## src/rtl/e3pm_pkg.sv

```systemverilog
package e3pm_pkg;
  localparam int BYTE_W = 8;

  typedef enum logic [2:0] {
    TAG_PAYLOAD = 3'd0,
    TAG_FA1     = 3'd1,
    TAG_FA2     = 3'd2,
    TAG_EM      = 3'd3,
    TAG_TR      = 3'd4,
    TAG_MA      = 3'd5,
    TAG_NR      = 3'd6,
    TAG_GC      = 3'd7
  } oh_tag_e;

  localparam logic [BYTE_W-1:0] FA1_PATTERN = 8'hF6;
  localparam logic [BYTE_W-1:0] FA2_PATTERN = 8'h28;
  localparam int MA_REI_BIT = 6;

  // number of set bits in a byte, 0..8
  function automatic logic [3:0] ones8(input logic [BYTE_W-1:0] v);
    logic [3:0] n;
    n = '0;
    for (int i = 0; i < BYTE_W; i++) n = n + {3'b000, v[i]};
    return n;
  endfunction
endpackage

```

## src/rtl/e3pm_bip_check.sv

```systemverilog
module e3pm_bip_check
  import e3pm_pkg::*;
#(
  parameter int INC_W = 4
) (
  input  logic              clk,
  input  logic              rst_n,
  input  logic              valid,
  input  logic              sof,
  input  logic [BYTE_W-1:0] data,
  input  logic              is_em,
  input  logic              bit_mode,
  output logic [INC_W-1:0]  inc,
  output logic              frame_err
);
  logic [BYTE_W-1:0] acc_q, acc_d;
  logic [BYTE_W-1:0] ref_q, ref_d;
  logic              ref_ok_q, ref_ok_d;
  logic              seen_q, seen_d;
  logic [BYTE_W-1:0] diff;
  logic              cmp_en;

  // next state: running parity, reference from the previous frame
  always_comb begin
    acc_d    = acc_q;
    ref_d    = ref_q;
    ref_ok_d = ref_ok_q;
    seen_d   = seen_q;
    if (valid) begin
      if (sof) begin
        acc_d    = data;
        ref_d    = acc_q;
        ref_ok_d = seen_q;
        seen_d   = 1'b1;
      end else begin
        acc_d = acc_q ^ data;
      end
    end
  end

  always_ff @(posedge clk or negedge rst_n) begin
    if (!rst_n) begin
      acc_q    <= '0;
      ref_q    <= '0;
      ref_ok_q <= 1'b0;
      seen_q   <= 1'b0;
    end else if (valid) begin
      acc_q    <= acc_d;
      ref_q    <= ref_d;
      ref_ok_q <= ref_ok_d;
      seen_q   <= seen_d;
    end
  end

  assign diff      = data ^ ref_q;
  assign cmp_en    = valid && is_em && ref_ok_q;
  assign frame_err = cmp_en && (|diff);

  always_comb begin
    inc = '0;
    if (cmp_en) begin
      if (bit_mode) inc = INC_W'(ones8(diff));
      else          inc = INC_W'(|diff);
    end
  end
endmodule

```

## src/rtl/e3pm_fa_check.sv

```systemverilog
module e3pm_fa_check
  import e3pm_pkg::*;
#(
  parameter int INC_W = 4
) (
  input  logic              clk,
  input  logic              rst_n,
  input  logic              valid,
  input  logic              is_fa1,
  input  logic              is_fa2,
  input  logic [BYTE_W-1:0] data,
  input  logic              bit_mode,
  output logic [INC_W-1:0]  inc
);
  logic              fa1_bad_q, fa1_bad_d;
  logic              fa1_en;
  logic [BYTE_W-1:0] mis1, mis2;

  assign mis1   = data ^ FA1_PATTERN;
  assign mis2   = data ^ FA2_PATTERN;
  assign fa1_en = valid && is_fa1;

  always_comb begin
    fa1_bad_d = |mis1;
  end

  always_ff @(posedge clk or negedge rst_n) begin
    if (!rst_n)      fa1_bad_q <= 1'b0;
    else if (fa1_en) fa1_bad_q <= fa1_bad_d;
  end

  always_comb begin
    inc = '0;
    if (valid) begin
      if (bit_mode) begin
        if (is_fa1)      inc = INC_W'(ones8(mis1));
        else if (is_fa2) inc = INC_W'(ones8(mis2));
      end else if (is_fa2) begin
        inc = INC_W'(fa1_bad_q || (|mis2));
      end
    end
  end
endmodule

```

## src/rtl/e3pm_sat_counter.sv

```systemverilog
module e3pm_sat_counter #(
  parameter int CNT_W = 16,
  parameter int INC_W = 4
) (
  input  logic             clk,
  input  logic             rst_n,
  input  logic [INC_W-1:0] inc,
  input  logic             latch,
  output logic [CNT_W-1:0] live,
  output logic [CNT_W-1:0] hold
);
  localparam logic [CNT_W-1:0] CNT_MAX = {CNT_W{1'b1}};

  logic [CNT_W-1:0] cnt_q, cnt_d;
  logic [CNT_W-1:0] hold_q, hold_d;
  logic [CNT_W:0]   sum;
  logic [CNT_W-1:0] sat;

  assign sum = {1'b0, cnt_q} + {{(CNT_W + 1 - INC_W){1'b0}}, inc};
  assign sat = sum[CNT_W] ? CNT_MAX : sum[CNT_W-1:0];

  always_comb begin
    cnt_d  = latch ? '0 : sat;
    hold_d = latch ? sat : hold_q;
  end

  always_ff @(posedge clk or negedge rst_n) begin
    if (!rst_n) cnt_q <= '0;
    else        cnt_q <= cnt_d;
  end

  always_ff @(posedge clk or negedge rst_n) begin
    if (!rst_n)     hold_q <= '0;
    else if (latch) hold_q <= hold_d;
  end

  assign live = cnt_q;
  assign hold = hold_q;
endmodule

```

## src/rtl/e3_perf_mon.sv

```systemverilog
module e3_perf_mon
  import e3pm_pkg::*;
#(
  parameter int CNT_W = 16
) (
  input  logic             clk,
  input  logic             rst_n,
  input  logic             rx_valid,
  input  logic             rx_sof,
  input  logic [7:0]       rx_data,
  input  logic [2:0]       rx_tag,
  input  logic             los,
  input  logic             oof,
  input  logic             lof,
  input  logic             ais,
  input  logic [3:0]       rdi_en,
  input  logic             fa_bit_mode,
  input  logic             bip_bit_mode,
  input  logic             cnt_latch,
  output logic [CNT_W-1:0] fa_err_hold,
  output logic [CNT_W-1:0] bip_err_hold,
  output logic [CNT_W-1:0] rei_err_hold,
  output logic             tx_rdi,
  output logic             tx_rei
);
  localparam int NUM_CNT = 3;
  localparam int INC_W   = 4;
  localparam int IDX_FA  = 0;
  localparam int IDX_BIP = 1;
  localparam int IDX_REI = 2;

  logic rst_meta_q, rst_sync_n;
  always_ff @(posedge clk or negedge rst_n) begin
    if (!rst_n) begin
      rst_meta_q <= 1'b0;
      rst_sync_n <= 1'b0;
    end else begin
      rst_meta_q <= 1'b1;
      rst_sync_n <= rst_meta_q;
    end
  end

  logic is_fa1, is_fa2, is_em, is_ma;
  assign is_fa1 = (rx_tag == TAG_FA1);
  assign is_fa2 = (rx_tag == TAG_FA2);
  assign is_em  = (rx_tag == TAG_EM);
  assign is_ma  = (rx_tag == TAG_MA);

  logic [NUM_CNT-1:0][INC_W-1:0] inc_vec;
  logic [NUM_CNT-1:0][CNT_W-1:0] cnt_live;
  logic [NUM_CNT-1:0][CNT_W-1:0] cnt_hold;
  logic                          bip_frame_err;

  e3pm_fa_check #(.INC_W(INC_W)) u_fa (
    .clk      (clk),
    .rst_n    (rst_sync_n),
    .valid    (rx_valid),
    .is_fa1   (is_fa1),
    .is_fa2   (is_fa2),
    .data     (rx_data),
    .bit_mode (fa_bit_mode),
    .inc      (inc_vec[IDX_FA])
  );

  e3pm_bip_check #(.INC_W(INC_W)) u_bip (
    .clk       (clk),
    .rst_n     (rst_sync_n),
    .valid     (rx_valid),
    .sof       (rx_sof),
    .data      (rx_data),
    .is_em     (is_em),
    .bit_mode  (bip_bit_mode),
    .inc       (inc_vec[IDX_BIP]),
    .frame_err (bip_frame_err)
  );

  assign inc_vec[IDX_REI] = INC_W'(rx_valid && is_ma && rx_data[MA_REI_BIT]);

  for (genvar g = 0; g < NUM_CNT; g++) begin : g_cnt
    e3pm_sat_counter #(.CNT_W(CNT_W), .INC_W(INC_W)) u_cnt (
      .clk   (clk),
      .rst_n (rst_sync_n),
      .inc   (inc_vec[g]),
      .latch (cnt_latch),
      .live  (cnt_live[g]),
      .hold  (cnt_hold[g])
    );
  end

  assign fa_err_hold  = cnt_hold[IDX_FA];
  assign bip_err_hold = cnt_hold[IDX_BIP];
  assign rei_err_hold = cnt_hold[IDX_REI];

  logic [3:0] defect_vec;
  logic       rdi_d, rei_d;
  logic       rdi_q, rei_q;
  assign defect_vec = {ais, lof, oof, los};

  always_comb begin
    rdi_d = |(defect_vec & rdi_en);
    rei_d = bip_frame_err;
  end

  always_ff @(posedge clk or negedge rst_sync_n) begin
    if (!rst_sync_n) begin
      rdi_q <= 1'b0;
      rei_q <= 1'b0;
    end else begin
      rdi_q <= rdi_d;
      rei_q <= rei_d;
    end
  end

  assign tx_rdi = rdi_q;
  assign tx_rei = rei_q;
endmodule

```

## config.mk

```make
export PLATFORM = sky130hd
export DESIGN_NAME = e3_perf_mon
export DESIGN_NICKNAME = d
export VERILOG_FILES = /design/src/rtl/e3pm_pkg.sv /design/src/rtl/e3pm_bip_check.sv /design/src/rtl/e3pm_fa_check.sv /design/src/rtl/e3pm_sat_counter.sv /design/src/rtl/e3_perf_mon.sv
export SDC_FILE = /design/constraint.sdc
export NUM_CORES = 1
export LEC_CHECK = 0
export BUFFER_PORTS_ARGS = -buffer_cell sky130_fd_sc_hd__buf_4
export CAP_MARGIN = 20
export CORE_MARGIN = 2
export CORE_UTILIZATION = 50
export DETAILED_ROUTE_END_ITERATION = 7
export PLACE_DENSITY_LB_ADDON = 0.08
export SLEW_MARGIN = 25
export SYNTH_ARGS = -nofsm -noshare
export SYNTH_HDL_FRONTEND = slang
export SYNTH_SLANG_ARGS = --single-unit
export TNS_END_PERCENT = 5
```

## constraint.sdc

```tcl
create_clock -name clk -period 10.1 [get_ports clk]
set_input_delay 1.515 -clock clk [delete_from_list [all_inputs] [get_ports clk]]
set_output_delay 1.515 -clock clk [all_outputs]
set_load 0.05 [all_outputs]
```

# --- After elaboration in Yosys (flattened, before gate mapping) ---
# Cells that the tools add are included.
word_totals:
  register_bits: 119
  in_bits: 26
  output_inout_bits: 50
classes:
  addsub: 24
  n_eq_ne: 4
  n_mux: 14
  bitwise_logic: 5
  n_reduce_logical: 12
op_table:
  columns: ["cell", "n"]
  rows:
  - ["$mux W16", 6]
  - ["$add A4 B1 Y4", 18]
  - ["$add A16 B4 Y17", 2]
  - ["$mux W4", 6]
  - ["$reduce_or A8 Y1", 3]
  - ["$add A16 B1 Y17", 1]
  - ["$xor A8 B8 Y8", 2]
  - ["$mux W8", 1]
  - ["$add A1 B1 Y2", 3]
  - ["$eq A3 B2 Y1 const B", 2]
  - ["$logic_and A1 B1 Y1", 6]
  - ["$not A6 Y6", 1]
  - ["$and A4 B4 Y4", 1]
  - ["$reduce_or A4 Y1", 1]
  - ["$eq A3 B1 Y1 const B", 1]
  - ["$eq A3 B3 Y1 const B", 1]
  - ["$not A2 Y2", 1]
  - ["$reduce_and A2 Y1", 1]
  - ["$logic_or A1 B1 Y1", 1]
  - ["$mux W1", 1]

# --- Longest topological paths before layout ---
logic_depth:
  word_depth: 14
  depth_mapped: 18
  depth_no_buf: 17

# --- Cells and area by module ---
# From an unflattened synthesis, not the netlist that was laid out.
hier_totals:
  cells_unflattened: 632
  hier_area_um2: 6373.6
modules_own_cells:
  columns: ["mod", "instances", "cells_each", "area_each_um2"]
  rows:
  - ["e3pm_sat_counter (g_cnt[1].u_cnt ...)", 2, 147, 1495.2]
  - ["e3pm_sat_counter (g_cnt[0].u_cnt)", 1, 161, 1606.5]
  - ["e3pm_bip_check", 1, 100, 1092.3]
  - ["e3pm_fa_check", 1, 62, 518.0]
  - ["e3_perf_mon", 1, 15, 166.4]

# --- Worst setup path before layout ---
# Ideal clock, no wire load.
synth_timing:
  kind: "input -> register"
  startpoint: "input port rx_data[1]"
  endpoint: "register g_cnt[0].u_cnt.hold_q[1]"
  setup_time_ns: 0.082
  arrival_time_ns: 5.393
  slack_ns: 4.625
  cell_stages: 18
  path_buffers: 1
  cell_sequence: "inv_1 > ha_1 > inv_1 > fa_1 > inv_1 > fa_1 > inv_1 > fa_1 > fa_1 > xnor2_1 > a22oi_1 > nor2_1 > ha_1 > nand3_2 > a21o_1 > or3_4 > buf_6 > a31oi_1"
synth_via:
  elab_chain_len: 13
synth_rtl:
  columns: ["element", "line", "text"]
  rows:
  - ["start: declaration", "e3_perf_mon.sv:10", "input logic [7:0] rx_data,"]
  - ["$add A1 B1 Y2 or $not A6 Y6 (tied branches)", null, null]
  - ["$add A4 B1 Y4 or $add A1 B1 Y2 (tied branches)", "e3pm_pkg.sv:23", "for (int i = 0; i < BYTE_W; i++) n = n + {3'b000, v[i]};"]
  - ["$add A4 B1 Y4 (5 in a row)", "e3pm_pkg.sv:23", null]
  - ["$mux W4 or $add A4 B1 Y4 (tied branches)", "e3pm_fa_check.sv:37, e3pm_pkg.sv:23", null]
  - ["$mux W4", "e3pm_fa_check.sv:36", "if (is_fa1) inc = INC_W'(ones8(mis1));"]
  - ["$mux W4 (*)", "e3pm_fa_check.sv:35", "if (bit_mode) begin"]
  - ["$mux W4 (*)", "e3pm_fa_check.sv:34", "if (valid) begin"]
  - ["$add A16 B4 Y17 (*)", "e3pm_sat_counter.sv:19", "assign sum = {1'b0, cnt_q} + {{(CNT_W + 1 - INC_W){1'b0}}, inc};"]
  - ["$mux W16 (*)", "e3pm_sat_counter.sv:20", "assign sat = sum[CNT_W] ? CNT_MAX : sum[CNT_W-1:0];"]
  - ["end signal: assignment", "e3pm_sat_counter.sv:34", "else if (latch) hold_q <= hold_d;"]
  - ["end: declaration", "e3pm_sat_counter.sv:15", "logic [CNT_W-1:0] hold_q, hold_d;"]
# Every way passes the cells marked *; elsewhere a longest branch is shown, timed or not.
# A chain may end at the register's enable or synchronous reset.

# --- Worst setup path in the final report ---
layout_timing:
  startpoint: "input port rx_data[0]"
  endpoint: "register g_cnt[1].u_cnt.hold_q[6]"
layout_via:
  elab_chain_len: 12
layout_rtl:
  columns: ["element", "line", "text"]
  rows:
  - ["$xor A8 B8 Y8 (*)", "e3pm_bip_check.sv:55", "assign diff = data ^ ref_q;"]
  - ["$add A1 B1 Y2", "e3pm_pkg.sv:23", null]
  - ["$add A4 B1 Y4 (6 in a row)", "e3pm_pkg.sv:23", null]
  - ["$mux W4 (*)", "e3pm_bip_check.sv:62", "if (bit_mode) inc = INC_W'(ones8(diff));"]
  - ["$mux W4 (*)", "e3pm_bip_check.sv:61", "if (cmp_en) begin"]
  - ["$add A16 B4 Y17 (*)", "e3pm_sat_counter.sv:19", null]
  - ["$mux W16 (*)", "e3pm_sat_counter.sv:20", null]
  - ["end signal: assignment", "e3pm_sat_counter.sv:34", null]
  - ["end: declaration", "e3pm_sat_counter.sv:15", null]
# Marked as above.

==> out/metrics.csv <==
metric;value;unit
postcts setup bufs;0;
Slew @ Worst Pin;0.950;ns
CTS max path bufs;2;
worst hold path type;register to asynchronous set/reset pin;
global-route wire length before repair;22800;microns
most frequent cells in the layout;dfrtp_1, buf_4, nor2_1;
Critical Path RT;10.43;ns
sequential power share;40.2;%
top cell family by delay on the critical path;adder cells;
post-detail-place hpwl;9370;microns
P per Cell Area;178;nW/um^2
CP max stage delay;0.75;ns
Worst Setup SP;rx_data[0];
Num CTS Buffers;17;
CP Capture Point;g_cnt[1].u_cnt.hold[6];
prevailing post-synth register cell;dfrtp_1;
R2R Setup Slk;5.08;ns
# rows;40;
Net Sw Power;0.000380;W
GP Congestion;0.877;
clk_skew;0.00723;ns
worst path buffer plus inverter count;2;
Synth Area per Inst;10.0;sq um
die height;115;microns
Worst Setup End Kind;register;
asr flop ratio synth;100;%
Lkg Pwr;3.34;nW
Remaining Overflow, GRT;0;
PostCTS Resize Cnt;0;
Critical Path Start Type;input pin;
drt via density;5.60;
crit-path cells;buf_4, xor2_1, ha_1, inv_1, fa_1, fa_1, fa_1, fa_1, nor2_1, fa_1, a21o_1, a21oi_1, o21ai_0, a41oi_1;
Syn Inst Count;619;
library cells used by synthesis;54;
final period utilization;57.8;%
Setup CP Type;input pin to register;
switching part of the total;28.9;%
logic gate share of total power;19.8;%
Final Max Tran Viols;0;
r2r startpoint;u_bip.ref_q[1];
Worst path depth;14;
Worst slew margin;36.7;%
final hold vios;0;
#FFs+latches synth;119;
Area Growth Syn to Fin;18.8;%
Max Cap Viol;0;
Slowest cell on crit path;a21oi_1;
Worst path most repeated cell;fa_1;
wire per inst;15.6;microns
hold buffers post-CTS;0;
chip width;115;microns
Inserted Diodes;0;
status;complete, no violations;
Clock Root Buffer;clkbuf_16;
commonest non-fill, non-tap cell in the layout;dfrtp_1;
Design Area, Final;7380;sq um
Seq/Total Area, Yosys;47.9;%
warning count from the yosys run;0;
RSZ-0062 raised after global routing;false;
IO buf count;75;
Detail Route Antenna Nets;0;
CTS H-tree lvls;4;
clk_lat worst skew;0.42;ns
core footprint;12100;sq um
clock sink count;119;
Post-Syn Nets;680;
# IOs;76;
clock network power share;40.0;%
Initial Utilization;51.5;%
Pint;0.000932;W
Worst VDD drop;130;uV
largest net degree at the start of global routing;80;
Die ar.;13300;sq um
reg2reg path depth;13;
post-route DRC violation count;0;
post-layout minimum cycle time;5.84;ns
Layout Nets;748;
CTS tree;built;
endpoints failing setup;0;
Crit Reg-Reg Endpoint;g_cnt[1].u_cnt.hold[6];
critical-path maximum fanout;11;
critical path arrival;6.17;ns
post-synthesis cell area;6210;sq um
via count;4864;
number of global-route vias before repair;4686;
Post-synth EDFFs;0;
Placed Area;6870;sq um
initial antenna violation count;0;
DR iter-0 viols;359;
Final TNS setup;0;ns
WL final;13600;microns
gr usage total;21.9;%
share of cells above drive strength 1;16.4;%
Highest Clock Rate;171;MHz
number of detailed-route iterations in the first pass;4;
Worst-path clk slew;0.05;ns
## sequential cells by signal, summed over array words and instances, names as in the netlist
signal,flops
tx_rei,1
rst_sync_n,1
g_cnt.u_cnt.live,48
u_bip.ref_q,8
u_bip.seen_q,1
u_fa.fa1_bad_q,1
tx_rdi,1
g_cnt.u_cnt.hold,48
u_bip.acc_q,8
u_bip.ref_ok_q,1
rst_meta_q,1
## worst min-delay path by stage
stage | startpoint | endpoint | slack [ns] | cells past startpoint
floorplan | rst_meta_q | rst_sync_n | 0.33 | 0
global placement | rst_sync_n | u_bip.acc_q[3] | 0.31 | 0
detailed placement | rst_sync_n | u_bip.ref_q[5] | 0.32 | 0
CTS | rst_sync_n | u_bip.acc_q[3] | 0.32 | 0
global route | rst_sync_n | u_bip.ref_q[6] | 0.36 | 0
finish | rst_sync_n | u_bip.acc_q[6] | 0.30 | 0
## synth_stat cells, drive strengths merged, types with 7 or more instances
library cell | instances | area share [%]
nor4 | 7 | 0.81
buf | 11 | 1.1
or3 | 7 | 0.79
nand3 | 18 | 1.5
nor2 | 66 | 4.0
inv | 40 | 2.4
nand4 | 14 | 1.4
xnor2 | 20 | 2.8
dfrtp | 119 | 48
nor2b | 8 | 0.81
nand2 | 29 | 1.8
o21ai | 13 | 1.0
xor2 | 10 | 1.4
a21oi | 52 | 4.2
mux2 | 9 | 1.6
a31oi | 47 | 4.7
o31ai | 11 | 1.3
and3 | 9 | 0.91
clkbuf | 17 | 1.0
fa | 14 | 4.5
nor3 | 12 | 1.1
ha | 21 | 4.2
a311oi | 11 | 1.6
## worst reg2reg max path: cells and delay by family, from the launching register on
family / cells / cell delay, ns
AO/OA/AOI/OAI: 4 / 1.51
XOR/XNOR: 1 / 0.18
adder cells (fa/ha/maj): 6 / 2.74
buffers and inverters: 1 / 0.06
flip-flops: 1 / 0.39
AND/OR/NAND/NOR: 1 / 0.07
## through the flow
stage                     cells  hold WS [ns]  utilization, %  total power (W)  setup slack (ns)
after floorplan             619         0.331               -         0.000723              4.62
after global placement      836         0.315            57.0         0.000787              3.99
after detailed placement    836         0.320            57.0         0.000796              3.89
after CTS                   868         0.323            61.2          0.00133              4.32
after global routing        868         0.357            61.2          0.00138              4.09
final                       868         0.300            61.2          0.00131              4.26
## power groups by stage
stage	Clock (W)	Combinational, W	Sequential [W]
after floorplan	0	0.000144	0.000579
after global placement	0	0.000253	0.000534
after detailed placement	0	0.000261	0.000535
after CTS	0.000536	0.000263	0.000528
after global routing	0.000560	0.000291	0.000532
final	0.000525	0.000260	0.000527
## per-layer routing
| layer | up-vias | global-route usage (%) | wire [microns] |
|---|---|---|---|
| met3 | 24 | 5.60 | 609 |
| met2 | 96 | 33.1 | 6300 |
| li1 | 2391 | - | - |
| met1 | 2353 | 30.2 | 6470 |
| met5 | - | 0 | 0 |
| met4 | 0 | 9.08 | 204 |
## kinds of logic after synthesis
group,count (synthesis),share of synthesized area (%)
AO/OA/AOI/OAI,165,16.9
XOR/XNOR,30,4.23
adder cells (fa/ha/maj),35,8.74
buffers and inverters,68,4.55
flip-flops,119,47.9
multiplexers,13,2.28
other,1,0.0604
AND/OR/NAND/NOR,188,15.3
## final cells by class
cell class / count / area [sq um]
fillers: 1044 / 4680
flip-flops and latches: 119 / 2980
multi-input cells: 432 / 2950
repair buffers: 77 / 582
clock buffers: 28 / 487
well taps: 168 / 210
inverters: 40 / 150
clock inverters: 4 / 20.0
No activity file was read; power rests on OpenSTA's default activity.
